==> src/rtl/dag_pkg.sv <==
package dag_pkg;

   typedef enum logic [1:0] {
      AM_FIXED    = 2'd0,
      AM_INC      = 2'd1,
      AM_ELEM_IDX = 2'd2,
      AM_DUAL_IDX = 2'd3
   } amode_e;

   // Size code to bytes: 0 -> 1, 1 -> 2, 2 and 3 -> 4
   function automatic logic [2:0] esize_bytes(input logic [1:0] code);
      case (code)
         2'd0:    esize_bytes = 3'd1;
         2'd1:    esize_bytes = 3'd2;
         default: esize_bytes = 3'd4;
      endcase
   endfunction

endpackage

==> src/rtl/dag_cfg.sv <==
module dag_cfg
   import dag_pkg::*;
#(
   parameter int ADDR_W  = 32,
   parameter int CNT_W   = 16,
   parameter int EIDX_W  = 16,
   parameter int FHALF_W = 16
) (
   input  logic                clk,
   input  logic                rst_n,
   input  logic                load,
   input  logic [1:0]          in_mode,
   input  logic [1:0]          in_esize,
   input  logic [CNT_W-1:0]    in_elem_cnt,
   input  logic [CNT_W-1:0]    in_frame_cnt,
   input  logic [EIDX_W-1:0]   in_eidx,
   input  logic [FHALF_W-1:0]  in_fidx_hi,
   input  logic [FHALF_W-1:0]  in_fidx_lo,
   output amode_e              mode,
   output logic [2:0]          size,
   output logic [ADDR_W-1:0]   eidx_ext,
   output logic [ADDR_W-1:0]   fidx_ext,
   output logic [CNT_W-1:0]    elem_last,
   output logic [CNT_W-1:0]    frame_last
);
   localparam int FIDX_W = 2 * FHALF_W;

   logic signed [EIDX_W-1:0] eidx_s;
   logic signed [FIDX_W-1:0] fidx_s;
   logic [CNT_W-1:0]         elem_last_d;
   logic [CNT_W-1:0]         frame_last_d;

   assign eidx_s = in_eidx;
   assign fidx_s = {in_fidx_hi, in_fidx_lo};

   // a count of zero behaves as a count of one
   assign elem_last_d  = (in_elem_cnt  == '0) ? '0 : in_elem_cnt  - CNT_W'(1);
   assign frame_last_d = (in_frame_cnt == '0) ? '0 : in_frame_cnt - CNT_W'(1);

   always_ff @(posedge clk or negedge rst_n) begin
      if (!rst_n) begin
         mode       <= AM_FIXED;
         size       <= 3'd1;
         eidx_ext   <= '0;
         fidx_ext   <= '0;
         elem_last  <= '0;
         frame_last <= '0;
      end else if (load) begin
         mode       <= amode_e'(in_mode);
         size       <= esize_bytes(in_esize);
         eidx_ext   <= ADDR_W'(eidx_s);
         fidx_ext   <= ADDR_W'(fidx_s);
         elem_last  <= elem_last_d;
         frame_last <= frame_last_d;
      end
   end

endmodule

==> src/rtl/dag_pos.sv <==
module dag_pos #(
   parameter int CNT_W = 16
) (
   input  logic             clk,
   input  logic             rst_n,
   input  logic             clr,
   input  logic             adv,
   input  logic [CNT_W-1:0] elem_last,
   input  logic [CNT_W-1:0] frame_last,
   output logic             at_frame_end,
   output logic             at_block_end
);
   logic [CNT_W-1:0] elem_q;
   logic [CNT_W-1:0] frame_q;

   assign at_frame_end = (elem_q == elem_last);
   assign at_block_end = at_frame_end && (frame_q == frame_last);

   always_ff @(posedge clk or negedge rst_n) begin
      if (!rst_n) begin
         elem_q  <= '0;
         frame_q <= '0;
      end else if (clr) begin
         elem_q  <= '0;
         frame_q <= '0;
      end else if (adv) begin
         if (at_frame_end) begin
            elem_q  <= '0;
            frame_q <= frame_q + CNT_W'(1);
         end else begin
            elem_q  <= elem_q + CNT_W'(1);
         end
      end
   end

endmodule

==> src/rtl/dag_stride.sv <==
module dag_stride
   import dag_pkg::*;
#(
   parameter int ADDR_W     = 32,
   parameter bit INDEXED_EN = 1'b1
) (
   input  amode_e             mode,
   input  logic [2:0]         size,
   input  logic [ADDR_W-1:0]  eidx_ext,
   input  logic [ADDR_W-1:0]  fidx_ext,
   input  logic               frame_wrap,
   output logic [ADDR_W-1:0]  incr
);
   logic [ADDR_W-1:0] size_ext;
   assign size_ext = ADDR_W'(size);

   generate
      if (INDEXED_EN) begin : g_indexed
         logic [ADDR_W-1:0] idx_sel;
         assign idx_sel = (mode == AM_DUAL_IDX && frame_wrap) ? fidx_ext : eidx_ext;
         always_comb begin
            case (mode)
               AM_FIXED: incr = '0;
               AM_INC:   incr = size_ext;
               default:  incr = size_ext + idx_sel - ADDR_W'(1);
            endcase
         end
      end else begin : g_linear
         assign incr = (mode == AM_FIXED) ? '0 : size_ext;
      end
   endgenerate

endmodule

==> src/rtl/dma_addr_gen.sv <==
module dma_addr_gen
   import dag_pkg::*;
#(
   parameter int ADDR_W     = 32,
   parameter int CNT_W      = 16,
   parameter int EIDX_W     = 16,
   parameter int FHALF_W    = 16,
   parameter bit INDEXED_EN = 1'b1
) (
   input  logic               clk,
   input  logic               rst_n,
   input  logic               start,
   input  logic               step,
   input  logic [ADDR_W-1:0]  cfg_start_addr,
   input  logic [1:0]         cfg_esize,
   input  logic [1:0]         cfg_amode,
   input  logic [CNT_W-1:0]   cfg_elem_cnt,
   input  logic [CNT_W-1:0]   cfg_frame_cnt,
   input  logic [EIDX_W-1:0]  cfg_eidx,
   input  logic [FHALF_W-1:0] cfg_fidx_hi,
   input  logic [FHALF_W-1:0] cfg_fidx_lo,
   output logic               busy,
   output logic [ADDR_W-1:0]  cur_addr,
   output logic               end_frame,
   output logic               end_block,
   output logic [ADDR_W-1:0]  last_addr
);
   localparam int FIDX_W = 2 * FHALF_W;

   generate
      if (FIDX_W > ADDR_W) begin : g_chk_fidx
         $error("frame index wider than the address");
      end
      if (EIDX_W > ADDR_W) begin : g_chk_eidx
         $error("element index wider than the address");
      end
      if (ADDR_W < 8 || CNT_W < 1) begin : g_chk_min
         $error("address or count width too small");
      end
   endgenerate

   amode_e            mode_q;
   logic [2:0]        size_q;
   logic [ADDR_W-1:0] eidx_q;
   logic [ADDR_W-1:0] fidx_q;
   logic [CNT_W-1:0]  elem_last_q;
   logic [CNT_W-1:0]  frame_last_q;
   logic              fr_end;
   logic              blk_end;
   logic [ADDR_W-1:0] incr;
   logic              busy_q;
   logic [ADDR_W-1:0] cur_q;
   logic [ADDR_W-1:0] last_q;
   logic              step_ok;
   logic              adv;

   assign step_ok = step && busy_q && !start;
   assign adv     = step_ok && !blk_end;

   dag_cfg #(
      .ADDR_W (ADDR_W),
      .CNT_W  (CNT_W),
      .EIDX_W (EIDX_W),
      .FHALF_W(FHALF_W)
   ) u_cfg (
      .clk         (clk),
      .rst_n       (rst_n),
      .load        (start),
      .in_mode     (cfg_amode),
      .in_esize    (cfg_esize),
      .in_elem_cnt (cfg_elem_cnt),
      .in_frame_cnt(cfg_frame_cnt),
      .in_eidx     (cfg_eidx),
      .in_fidx_hi  (cfg_fidx_hi),
      .in_fidx_lo  (cfg_fidx_lo),
      .mode        (mode_q),
      .size        (size_q),
      .eidx_ext    (eidx_q),
      .fidx_ext    (fidx_q),
      .elem_last   (elem_last_q),
      .frame_last  (frame_last_q)
   );

   dag_pos #(.CNT_W(CNT_W)) u_pos (
      .clk         (clk),
      .rst_n       (rst_n),
      .clr         (start),
      .adv         (adv),
      .elem_last   (elem_last_q),
      .frame_last  (frame_last_q),
      .at_frame_end(fr_end),
      .at_block_end(blk_end)
   );

   dag_stride #(
      .ADDR_W    (ADDR_W),
      .INDEXED_EN(INDEXED_EN)
   ) u_stride (
      .mode      (mode_q),
      .size      (size_q),
      .eidx_ext  (eidx_q),
      .fidx_ext  (fidx_q),
      .frame_wrap(fr_end),
      .incr      (incr)
   );

   always_ff @(posedge clk or negedge rst_n) begin
      if (!rst_n) begin
         busy_q <= 1'b0;
         cur_q  <= '0;
         last_q <= '0;
      end else if (start) begin
         busy_q <= 1'b1;
         cur_q  <= cfg_start_addr;
         last_q <= '0;
      end else if (step_ok) begin
         last_q <= cur_q;
         if (blk_end) begin
            busy_q <= 1'b0;
         end else begin
            cur_q  <= cur_q + incr;
         end
      end
   end

   assign busy      = busy_q;
   assign cur_addr  = cur_q;
   assign last_addr = last_q;
   assign end_frame = busy_q && fr_end;
   assign end_block = busy_q && blk_end;

endmodule

==> config.mk <==
export PLATFORM = sky130hd
export DESIGN_NAME = dma_addr_gen
export DESIGN_NICKNAME = d
export VERILOG_FILES = /design/src/rtl/dag_pkg.sv /design/src/rtl/dag_cfg.sv /design/src/rtl/dag_pos.sv /design/src/rtl/dag_stride.sv /design/src/rtl/dma_addr_gen.sv
export SDC_FILE = /design/constraint.sdc
export NUM_CORES = 1
export LEC_CHECK = 0
export BUFFER_PORTS_ARGS = -buffer_cell sky130_fd_sc_hd__buf_2
export CORE_UTILIZATION = 35
export DETAILED_ROUTE_END_ITERATION = 8
export GPL_TIMING_DRIVEN = 1
export SETUP_SLACK_MARGIN = 0.02
export SLEW_MARGIN = 20
export SYNTH_ARGS = -nofsm -noshare
export SYNTH_HDL_FRONTEND = slang
export SYNTH_SLANG_ARGS = --single-unit
==> constraint.sdc <==
create_clock -name clk -period 9.51 [get_ports clk]
set_input_delay 2.3775 -clock clk [delete_from_list [all_inputs] [get_ports clk]]
set_output_delay 2.3775 -clock clk [all_outputs]
set_load 0.02 [all_outputs]
==> summary.txt <==
STA
  – Total Neg Setup Slack: 0 ps
  – RSZ-0062 raised after global routing: no
  – Slew HR: 0.323
  – Endpoints failing hold: 0
  – Min Tclk post-route: 7290 ps
  – Worst Tran Pin Value: 1010 ps
  – Final Max Tran Viols: 0
  – Setup violators final: 0
  – Layout Skew: 11.3 ps
  – Period utilization: 0.767
  – Max Fclk: 137 MHz

Worst setup path
  – Delay-heaviest family, CP: compound AO/OA/AOI/OAI gates
  – Worst setup SP type: flop
  – Required time of the critical path: 9890 ps
  – Crit. End Element: flop
  – R2R cell count: 27
  – Crit path DAT: 7670 ps
  – Buffers plus inverters on the worst setup path: 2
  – CP Max Fanout: 33
  – Crit path max-delay cell type: a2111oi_0
  – Crit path largest cell delay: 590 ps
  – Levels on crit path: 27
  – Worst R2R Start: u_pos.elem_q[10]
  – Setup Crit Path Kind: reg -> reg
  – CP Launch Point: u_pos.elem_q[10]

Floorplan
  – Die width: 187 µm
  – Core Area: 33600 µm²
  – Number of core rows: 67
  – Die H: 187 µm
  – Initial Utilization: 0.356
  – Die area: 34900 µm²
  – I/O pin cnt: 187

Routing
  – Wire per inst: 16.8 µm
  – Via density: 5.18
  – Via count: 10200
  – Remaining DRCs: 0
  – DRT Pass-1 Iters: 5
  – ANT nets after route: 0
  – Final wirelength: 32800 µm
  – Drt first-iter violations: 609

CTS
  – Clk slew on worst S/H paths: 70 ps
  – Clock Latency Late Sink: 450 ps
  – CTS Hold Bufs: 0
  – CTS tree: done
  – Root Buffer: clkbuf_16
  – Clock tree buffer depth: 2
  – H-tree depth: 4
  – Post-cts resize count: 0
  – Total clock sinks: 182
  – Cts bufs inserted: 17
  – Setup bufs post-CTS: 0

Global routing
  – Gr usage total: 0.194
  – First-pass GRT wire length: 54000 µm
  – Vias in the first global route: 9865
  – Total gr overflow: 0
  – Initial antenna violation count: 2
  – Largest net degree at the start of global routing: 91

Synth
  – Syn Nets: 1527
  – Top area cells in the synthesized netlist: dfrtp_1 38%, ha_1 7.1%, a21oi_1 5.4%
  – Mapped Area: 12000 µm²
  – Post-synth ARST share: 1.00
  – Syn. warnings: 0
  – Syn_area_per_cell: 8.95 µm²
  – Post-synth EDFFs: 0
  – Post-Synthesis Cells: 1337
  – Sequential cell area fraction in the yosys report: 0.381
  – Cell taking the most area after synthesis: dfrtp_1
  – Synth cell types: 68
  – Share of the synthesized area in the top cell type: 0.379
  – Register bit total from synthesis: 182
  – Synth Flop Type: dfrtp_1

Power and ir drop
  – Peak supply drop: 0.000138 V
  – Power density cells: 185 nW/µm²
  – Leak pwr: 0.00644 µW

Min path
  – Hold depth: 1
  – Worst Hold Class: reg -> reg
  – Worst hold path startpoint: u_cfg.fidx_ext[8]

Cells and area
  – Number of nets in the layout: 1687
  – Layout area overhead: 16.1%
  – Ratio of cells with drive above 1 in the final layout: 0.196
  – Fin util: 0.413

Placed design
  – DP Wirelength: 24600 µm
  – GPL Wtd Cong: 0.883
  – Port bufs: 186

Outcome
  – Outcome: complete, no violations

Job
  – Max-cap check violation count: 0
[cell type report]
class,instances,area [µm²]
Fill cell,3379,19700
Multi-Input combinational cell,1030,6930
Sequential cell,182,4560
Timing Repair Buffer,195,1010
Tap cell,448,561
Clock buffer,22,464
Inverter,71,267
Clock inverter,10,97.6
Antenna cell,1,2.50
[state kept, by name (all words and copies together), names as in the netlist]
name and cells:
u_cfg.fidx_ext 32, u_pos.frame_q 16, u_cfg.eidx_ext 16, u_cfg.elem_last 16, u_cfg.frame_last 16, busy 1, last_addr 32, u_pos.elem_q 16
cur_addr 32, u_cfg.size 3, u_cfg.mode 2
[cells in the mapped netlist (3+ instances only)]
library cell  count
nand2_1         162
and2_1           10
a21o_1           30
a211o_1           4
nand2b_1          6
nor2_1          106
buf_2             9
o21bai_1          9
clkbuf_1         41
xor2_1           58
and4_1            4
or2_2             5
o22ai_1           3
o2bb2ai_1        27
ha_1             68
nor3_1           28
a211oi_1         13
nand4_1          20
xnor2_1          59
or3_1            11
nor2b_1           6
o21ai_1          12
nor4_2            4
nor4_1           10
o311ai_1          3
mux2i_1          21
nand3_1          26
inv_1            70
a31o_2            3
o21ai_0          42
nor3b_1           6
o21a_1           16
and3_1           15
o211ai_1          7
o31ai_1           6
a31oi_1          10
dfrtp_1         181
mux2_2           53
buf_1             3
or4_1             4
a21oi_1         129
[stage by stage]
| step | cell area, µm² | power, µW | hold WS, ps | worst slack (ps) | cells |
|---|---|---|---|---|---|
| 5_1_grt | 13900 | 2750 | 523 | 1360 | 1958 |
| 6_report | 13900 | 2570 | 508 | 2220 | 1959 |
| 3_5_place_dp | 13300 | 1880 | 496 | 2270 | 1926 |
| 2_1_floorplan | 12000 | 1610 | 473 | 3240 | 1337 |
| 3_3_place_gp | 13300 | 1870 | 483 | 2500 | 1926 |
| 4_1_cts | 13900 | 2600 | 511 | 2250 | 1958 |
[cells by family (layout without fill, tap and decap cells)]
logic type	Yosys count	after routing	share of synthesized area
adders and majority gates	70	70	0.0745
and+or+nand+nor	430	430	0.168
muxes	74	74	0.0675
buffers and inverters	125	298	0.0405
DFF	182	182	0.381
other	0	1	0
xor gates and xnor gates	117	117	0.0857
AOI/OAI and AO/OA	339	339	0.183
[worst paths after layout]
| check | endpoint | slack (ps) |
|---|---|---|
| min | u_cfg.fidx_ext[8] | 510 |
| max reg2reg | cur_addr[31] | 2220 |
| min in group asynchronous | u_pos.frame_q[14] | 1980 |
| max | cur_addr[31] | 2220 |
| max in group asynchronous | cur_addr[12] | 6370 |
| min reg2reg | u_cfg.fidx_ext[8] | 510 |
[per-layer routing]
layer / global-route usage / share of wire / routed length, µm / vias to the layer above
met4: 0.0545 / 0.014 / 453 / 2
met2: 0.290 / 0.44 / 14300 / 191
met5: 0 / 0.00034 / 11 / -
met1: 0.286 / 0.51 / 16800 / 4866
met3: 0.0317 / 0.037 / 1200 / 26
li1: - / - / - / 5066
[power by group]
part           switching, µW  total (µW)  internal, µW
Sequential              81.9         934           852
Combinational            551         939           388
Clock                    323         699           376
[worst reg2reg max path: stages, from the launching register on]
cell and delay, ps:
dfrtp_1 420, xor2_1 170, nor4_1 370, and4_1 440
and3_1 210, buf_4 380, mux2i_1 140, ha_1 290
inv_1 40, ha_1 220, fa_1 420, a211oi_1 340
nor2_1 110, o31ai_1 520, a21oi_1 220, o21ai_1 200
a21oi_1 100, nor3_1 200, ha_1 320, a2111oi_0 590
a211oi_1 160, o211ai_1 260, a21oi_1 100, o21ai_1 280
a31oi_1 170, a31o_2 300, o21bai_1 160, nand3_1 90
[cell usage in the layout, fill, tap and decap left out, types with 20 or more instances in the layout]
cell type  instances
o2bb2ai_1         27
mux2_2            53
xor2_1            58
xnor2_1           59
nand4_1           20
a21oi_1          128
nand3_1           26
nand2_1          162
nor2_1           106
buf_2            184
inv_1             70
dfrtp_1          181
ha_1              68
mux2i_1           21
nor3_1            28
o21ai_0           42
a21o_1            30
(Power assumes the default switching activity.)
